===== src/rtl/probe_fanout_pkg.sv =====
package probe_fanout_pkg;

    typedef enum logic [1:0] {
        PK_INV_DATA  = 2'd0,
        PK_DOWNGRADE = 2'd1,
        PK_INV_BARE  = 2'd2,
        PK_RESERVED  = 2'd3
    } probe_kind_e;

    typedef enum logic [1:0] {
        ST_IDLE    = 2'd0,
        ST_COLLECT = 2'd1,
        ST_FIRE    = 2'd2
    } trk_state_e;

endpackage


===== src/rtl/probe_target_builder.sv =====
module probe_target_builder
    import probe_fanout_pkg::*;
#(
    parameter int NUM_CLUSTERS = 6,
    parameter int NUM_ACCEL    = 4,
    parameter int ADDR_W       = 16,
    parameter int OFFSET_BITS  = 6,
    parameter int DEST_W       = NUM_CLUSTERS + 2 * NUM_ACCEL,
    parameter int ID_W         = 4,
    parameter int CNT_W        = 4
) (
    input  logic [1:0]        kind_i,
    input  logic [ID_W-1:0]   req_id_i,
    input  logic [ADDR_W-1:0] addr_i,
    input  logic              cpu_only_i,
    input  logic              to_cache_i,
    input  logic              no_conflict_i,
    output logic [DEST_W-1:0] set_o,
    output logic [CNT_W-1:0]  count_o
);
    localparam int SEL_W = (NUM_ACCEL > 1) ? $clog2(NUM_ACCEL) : 1;

    logic [SEL_W-1:0] sel;
    logic             extra_on;
    int               tgt;

    generate
        if (NUM_ACCEL > 1) begin : g_sel_field
            assign sel = addr_i[OFFSET_BITS +: SEL_W];
        end else begin : g_sel_fixed
            assign sel = '0;
        end
    endgenerate

    wire unused_addr = ^addr_i;

    // Conflict-free write/atomic invalidates need no accelerator-side node.
    assign extra_on = !cpu_only_i &&
                      !((probe_kind_e'(kind_i) == PK_INV_DATA) && no_conflict_i);
    assign tgt = (to_cache_i ? (NUM_CLUSTERS + NUM_ACCEL) : NUM_CLUSTERS) + int'(sel);

    always_comb begin
        set_o = '0;
        for (int b = 0; b < DEST_W; b++) begin
            if (b < NUM_CLUSTERS)              set_o[b] = 1'b1;
            if (extra_on && (b == tgt))        set_o[b] = 1'b1;
            if (int'(req_id_i) == b)           set_o[b] = 1'b0;
        end
    end

    always_comb begin
        count_o = '0;
        for (int b = 0; b < DEST_W; b++) begin
            count_o = count_o + CNT_W'(set_o[b]);
        end
    end

endmodule


===== src/rtl/probe_ack_counter.sv =====
module probe_ack_counter
    import probe_fanout_pkg::*;
#(
    parameter int DEST_W = 14,
    parameter int CNT_W  = 4
) (
    input  logic              clk,
    input  logic              rst_n,
    input  logic              clr_i,
    input  logic              launch_i,
    input  logic              ack_i,
    input  logic [DEST_W-1:0] load_set_i,
    input  logic [CNT_W-1:0]  load_cnt_i,
    output logic [DEST_W-1:0] dest_o,
    output logic [CNT_W-1:0]  pending_o,
    output logic              done_o,
    output logic              err_o
);
    trk_state_e st_q, st_d;

    // State register
    always_ff @(posedge clk or negedge rst_n) begin
        if (!rst_n) st_q <= ST_IDLE;
        else        st_q <= st_d;
    end

    // Next-state logic
    always_comb begin
        st_d = st_q;
        if (clr_i) begin
            st_d = ST_IDLE;
        end else begin
            unique case (st_q)
                ST_IDLE:    if (launch_i) st_d = (load_cnt_i == '0) ? ST_FIRE : ST_COLLECT;
                ST_COLLECT: if (ack_i && (pending_o == CNT_W'(1))) st_d = ST_FIRE;
                ST_FIRE:    st_d = ST_IDLE;
                default:    st_d = ST_IDLE;
            endcase
        end
    end

    // Output registers
    always_ff @(posedge clk or negedge rst_n) begin
        if (!rst_n) begin
            dest_o    <= '0;
            pending_o <= '0;
            done_o    <= 1'b0;
            err_o     <= 1'b0;
        end else begin
            done_o <= 1'b0;
            err_o  <= 1'b0;
            if (clr_i) begin
                dest_o    <= '0;
                pending_o <= '0;
            end else begin
                unique case (st_q)
                    ST_IDLE: begin
                        if (launch_i) begin
                            dest_o    <= load_set_i;
                            pending_o <= load_cnt_i;
                        end
                        if (ack_i) err_o <= 1'b1;
                    end
                    ST_COLLECT: begin
                        if (ack_i) pending_o <= pending_o - CNT_W'(1);
                    end
                    ST_FIRE: begin
                        done_o <= 1'b1;
                        if (ack_i) err_o <= 1'b1;
                    end
                    default: ;
                endcase
            end
        end
    end

    // loaded count matches the registered target set
    p_count_matches_set_r5: assert property (@(posedge clk) disable iff (!rst_n)
        (st_q == ST_IDLE && launch_i && !clr_i) |=> (pending_o == CNT_W'($countones(dest_o))));

    // FIRE always produces completion
    p_fire_completes_r6: assert property (@(posedge clk) disable iff (!rst_n)
        (st_q == ST_FIRE && !clr_i) |=> done_o);

    // each response in COLLECT lowers the count by one
    p_ack_decrements_r7: assert property (@(posedge clk) disable iff (!rst_n)
        (st_q == ST_COLLECT && ack_i && !clr_i) |=> (pending_o == $past(pending_o) - CNT_W'(1)));

    // completion is a single-cycle pulse
    p_done_single_r8: assert property (@(posedge clk) disable iff (!rst_n)
        done_o |=> !done_o);

    // stray response flags and never wraps
    p_no_wrap_r9: assert property (@(posedge clk) disable iff (!rst_n)
        (ack_i && !launch_i && !clr_i && pending_o == '0) |=> (pending_o == '0 && err_o));

    // launch outside IDLE leaves the target set alone
    p_busy_ignores_launch_r10: assert property (@(posedge clk) disable iff (!rst_n)
        (st_q != ST_IDLE && !clr_i) |=> $stable(dest_o));

    // clear empties the transaction
    p_clear_empties_r11: assert property (@(posedge clk) disable iff (!rst_n)
        clr_i |=> (pending_o == '0 && dest_o == '0 && !done_o && !err_o));

endmodule


===== src/rtl/probe_fanout_tracker.sv =====
module probe_fanout_tracker #(
    parameter int NUM_CLUSTERS = 6,
    parameter int NUM_ACCEL    = 4,
    parameter int ADDR_W       = 16,
    parameter int OFFSET_BITS  = 6,
    localparam int DEST_W      = NUM_CLUSTERS + 2 * NUM_ACCEL,
    localparam int ID_W        = (DEST_W > 1) ? $clog2(DEST_W) : 1,
    localparam int CNT_W       = $clog2(DEST_W + 1)
) (
    input  logic              clk,
    input  logic              rst_n,
    input  logic              clr_i,
    input  logic              launch_i,
    input  logic [1:0]        kind_i,
    input  logic [ID_W-1:0]   req_id_i,
    input  logic [ADDR_W-1:0] addr_i,
    input  logic              cpu_only_i,
    input  logic              to_cache_i,
    input  logic              no_conflict_i,
    input  logic              ack_i,
    output logic [DEST_W-1:0] dest_o,
    output logic [CNT_W-1:0]  pending_o,
    output logic              done_o,
    output logic              err_o
);
    logic [DEST_W-1:0] set_w;
    logic [CNT_W-1:0]  cnt_w;

    probe_target_builder #(
        .NUM_CLUSTERS (NUM_CLUSTERS),
        .NUM_ACCEL    (NUM_ACCEL),
        .ADDR_W       (ADDR_W),
        .OFFSET_BITS  (OFFSET_BITS),
        .DEST_W       (DEST_W),
        .ID_W         (ID_W),
        .CNT_W        (CNT_W)
    ) u_builder (
        .kind_i        (kind_i),
        .req_id_i      (req_id_i),
        .addr_i        (addr_i),
        .cpu_only_i    (cpu_only_i),
        .to_cache_i    (to_cache_i),
        .no_conflict_i (no_conflict_i),
        .set_o         (set_w),
        .count_o       (cnt_w)
    );

    probe_ack_counter #(
        .DEST_W (DEST_W),
        .CNT_W  (CNT_W)
    ) u_counter (
        .clk        (clk),
        .rst_n      (rst_n),
        .clr_i      (clr_i),
        .launch_i   (launch_i),
        .ack_i      (ack_i),
        .load_set_i (set_w),
        .load_cnt_i (cnt_w),
        .dest_o     (dest_o),
        .pending_o  (pending_o),
        .done_o     (done_o),
        .err_o      (err_o)
    );

endmodule


===== config.mk =====
export PLATFORM = sky130hd
export DESIGN_NAME = probe_fanout_tracker
export DESIGN_NICKNAME = d
export VERILOG_FILES = /design/src/rtl/probe_fanout_pkg.sv /design/src/rtl/probe_target_builder.sv /design/src/rtl/probe_ack_counter.sv /design/src/rtl/probe_fanout_tracker.sv
export SDC_FILE = /design/constraint.sdc
export NUM_CORES = 1
export LEC_CHECK = 0
export BUFFER_PORTS_ARGS = -buffer_cell sky130_fd_sc_hd__buf_2
export CAP_MARGIN = 0
export CORE_MARGIN = 2
export CORE_UTILIZATION = 40
export CTS_BUF_LIST = sky130_fd_sc_hd__clkbuf_16
export CTS_CLUSTER_SIZE = 40
export DETAILED_ROUTE_END_ITERATION = 8
export HOLD_SLACK_MARGIN = 0.15
export PLACE_DENSITY = 0.68
export REMOVE_ABC_BUFFERS = 1
export SLEW_MARGIN = 10
export SYNTH_ARGS = -nofsm -noshare
export SYNTH_HDL_FRONTEND = slang
export SYNTH_SLANG_ARGS = --single-unit

===== constraint.sdc =====
create_clock -name clk -period 2.7 [get_ports clk]
set_clock_uncertainty 0.15 [all_clocks]
set_input_delay 0.135 -clock clk [delete_from_list [all_inputs] [get_ports clk]]
set_output_delay 0.135 -clock clk [all_outputs]
set_load 0.1 [all_outputs]

==> results by group <==
Critical path
  – Worst setup SP type: input pin
  – Most used cell, CP: fa_1
  – Crit path required time: around 2700 ps
  – Worst setup EP type: flip-flop
  – Worst path cell trace: buf_8 -> nor2b_4 -> buf_6 -> a21oi_4 -> nand3_2 -> fa_1 -> inv_2 -> fa_1 -> inv_1 -> fa_1 -> fa_1 -> inv_2 -> fa_2 -> inv_2 -> fa_2 -> xnor2_2 -> nor4b_2 -> mux2i_1 -> a22o_1
  – R2R depth: 4
  – CP max stage delay: 560 ps
  – Worst reg2reg path startpoint: u_counter.pending_o[2]$_DFFE_PN0P_
  – Critical path's slowest cell: fa_1
  – Critical path arrival: 4340 ps
  – Worst setup startpoint: req_id_i[3]
  – WS Path Type: in -> reg
  – Worst Path Max Fanout: 3

Synthesis
  – Sequential fraction of the synthesis area: 0.356
  – Mapped Avg Cell Area: 9.84 um2
  – Post-Synthesis Cells: 157
  – Post-synthesis cell type count: 41
  – Post-Syn Area: about 1500 um2
  – Post-synthesis register bit count: 22
  – Synth area leader: dfrtp_1
  – Yosys top cell area share: 0.356
  – Yosys warnings: 0
  – Top post-synthesis cells by area: dfrtp_1 36%, fa_1 10%, ha_1 8.1%

Placed design
  – PortBufs: 35
  – Pre-CTS WS: -2240 ps
  – Gpl congestion: ~0.91
  – Hpwl dp: 3020 um

Worst hold path
  – Min-delay src: req_id_i[3]
  – Hold depth: 4
  – Min-Delay Path Class: in -> reg

Global route
  – Initial antenna violation count: 0
  – Remaining Overflow, GRT: 0
  – Largest net degree at the start of global routing: 23
  – Total global-route track usage: 0.196
  – Vias in the first global route: approximately 1400
  – First-pass GRT wire length: 6580 um

CTS
  – H-tree level count: 1
  – CTS buffer count: 3
  – Clock root cell: clkbuf_16
  – Worst-path clk slew: 60 ps
  – Max clock buf depth: 2
  – Clock Latency Late Sink: 250 ps
  – CTS tree: done
  – Clk sinks: 22

Power and ir drop
  – IR Drop Worst-Case VDD: 0.000361 V
  – Static leakage: about 0.0012 uW
  – Cell Pwr Density: 566 nW/um2

Layout
  – Most common cell after layout, fill and taps aside: buf_4
  – Area growth syn-to-layout: 51.6%
  – Register area: between 500 and 600 um2
  – Fin nets: 288
  – Core Util, Final: 0.635
  – N_diodes: 0
  – Most frequent cells in the layout: 44 x buf_4, 29 x buf_2, 22 x dfrtp_1
  – Layout fillers: 292
  – Area of the multi-input gates: between 1000 and 1500 um2
  – Share of cells above drive strength 1: 0.458

Drt
  – Routed wire length: 3990 um
  – DRT iter0 DRCs: 108
  – Vias after detailed routing: 1489
  – Final ANT Viol Nets: 0
  – Vias per std cell: 5.21
  – DR DRC count: 0
  – Routed len/inst: 14.0 um
  – DR pass1 iterations: 4

Floorplan
  – Die ar.: 4380 um2
  – Starting density of the core: 0.419
  – Die width: 66.2 um
  – Row Count: 22
  – Ports: 50
  – Die outline height: 66.2 um
  – Core footprint: 3690 um2

Timing
  – Fmax: 230 MHz
  – Clock period minus worst slack: 4350 ps
  – Hold Violations, Final: 0
  – Hold_ws: 173 ps
  – RSZ-0062 raised after global routing: yes
  – Final Cycle Share: 1.61
  – Setup violators final: 6
  – Setup slack after layout: -1650 ps
  – Slew @ Worst Pin: 711 ps
  – Slew Viols, Final: 0
  – Max-slew headroom: 0.525

Run
  – Max-cap check violation count: 0

Outcome
  – Status: finished with violations
  – Failing checks: setup timing
==> final timing paths <==
kind                                                      end  slack (ps)
min in group asynchronous     u_counter.dest_o[0]$_DFFE_PN0P_         240
max in group asynchronous    u_counter.dest_o[11]$_DFFE_PN0P_        1820
max reg2reg                u_counter.pending_o[3]$_DFFE_PN0P_        1000
min                           u_counter.dest_o[3]$_DFFE_PN0P_         170
max                             u_counter.st_q[0]$_DFFE_PN0P_       -1650
min reg2reg                   u_counter.dest_o[2]$_DFFE_PN0P_         320
==> per-stage QoR <==
stage                     power (uW)  cell area (um2)  setup TNS [ps]  instances
after floorplan                  806             1520           -9710        153
after global placement           955             2030          -12140        273
after detailed placement         961             2030          -12450        273
after CTS                       1310             2300           -8640        283
after global routing            1390             2340           -9480        286
final                           1330             2340           -8770        286
==> area by class of cell <==
cell class,instances,share of cell area
Multi-Input combinational cell,110,0.427
Inverter,21,0.0337
Sequential cell,22,0.235
Clock buffer,3,0.0321
Tap cell,48,0.0256
Timing Repair Buffer,82,0.246
==> sequential cells by signal, summed over array words and instances (netlist names) <==
signal and count:
u_counter.pending_o 4, u_counter.err_o 1, u_counter.dest_o 14, u_counter.st_q 2, u_counter.done_o 1
==> what timing repair did <==
| action | 4_1_cts | 5_1_grt |
|---|---|---|
| gates cloned | 0 | 0 |
| setup buffers | 4 | 3 |
| hold endpoints to repair | 29 | 0 |
| pin swaps | 20 | 7 |
| hold buffers | 3 | 0 |
| resized for setup | 33 | 6 |
| setup endpoints to repair | 6 | 6 |
==> Yosys cell counts <==
master,instances
dfrtp_1,22
inv_1,21
nand2_1,11
ha_1,10
a22o_1,9
nor2_1,9
fa_1,8
nand3_1,7
o21ai_0,7
a21oi_1,5
mux2i_1,4
nor3_1,4
nand2b_1,3
nor2b_1,3
a21o_1,2
a31oi_1,2
and2_1,2
and3_1,2
buf_2,2
o2111ai_1,2
or3_1,2
a211oi_1,1
a21oi_2,1
a221o_1,1
a22oi_1,1
a311oi_1,1
a31oi_2,1
a32o_1,1
clkbuf_2,1
clkbuf_8,1
nand2b_4,1
nand4_1,1
nor3_4,1
nor3b_1,1
nor4b_1,1
nor4bb_1,1
o22ai_1,1
o32ai_1,1
or4bb_2,1
xnor2_1,1
xor2_1,1
==> power breakdown <==
part	switching, uW	total (uW)	internal (uW)
Clock	110	305	195
Sequential	28.1	391	363
Combinational	416	630	214
Total	554	1330	772
==> kinds of logic after synthesis <==
| group | synth area share |
|---|---|
| adder cells (fa/ha/maj) | 0.185 |
| XOR/XNOR | 0.0113 |
| AO/OA/AOI/OAI | 0.171 |
| buffers and inverters | 0.0696 |
| multiplexers | 0.0259 |
| AND/OR/NAND/NOR | 0.181 |
| flip-flops | 0.356 |
==> worst max-delay path: cells and delay by family <==
family                     cells  cell delay, ps
buffers and inverters          6             430
adders and majority gates      6            2630
and+or+nand+nor                3             480
AOI/OAI and AO/OA              2             380
muxes                          1             130
xor gates and xnor gates       1             160
==> per-layer routing <==
metal	global-route usage	wire length [um]
met5	0	0
met3	0.0221	170
met2	0.304	1890
met1	0.286	1860
met4	0.0638	76
No activity file was read; power rests on OpenSTA's default activity.
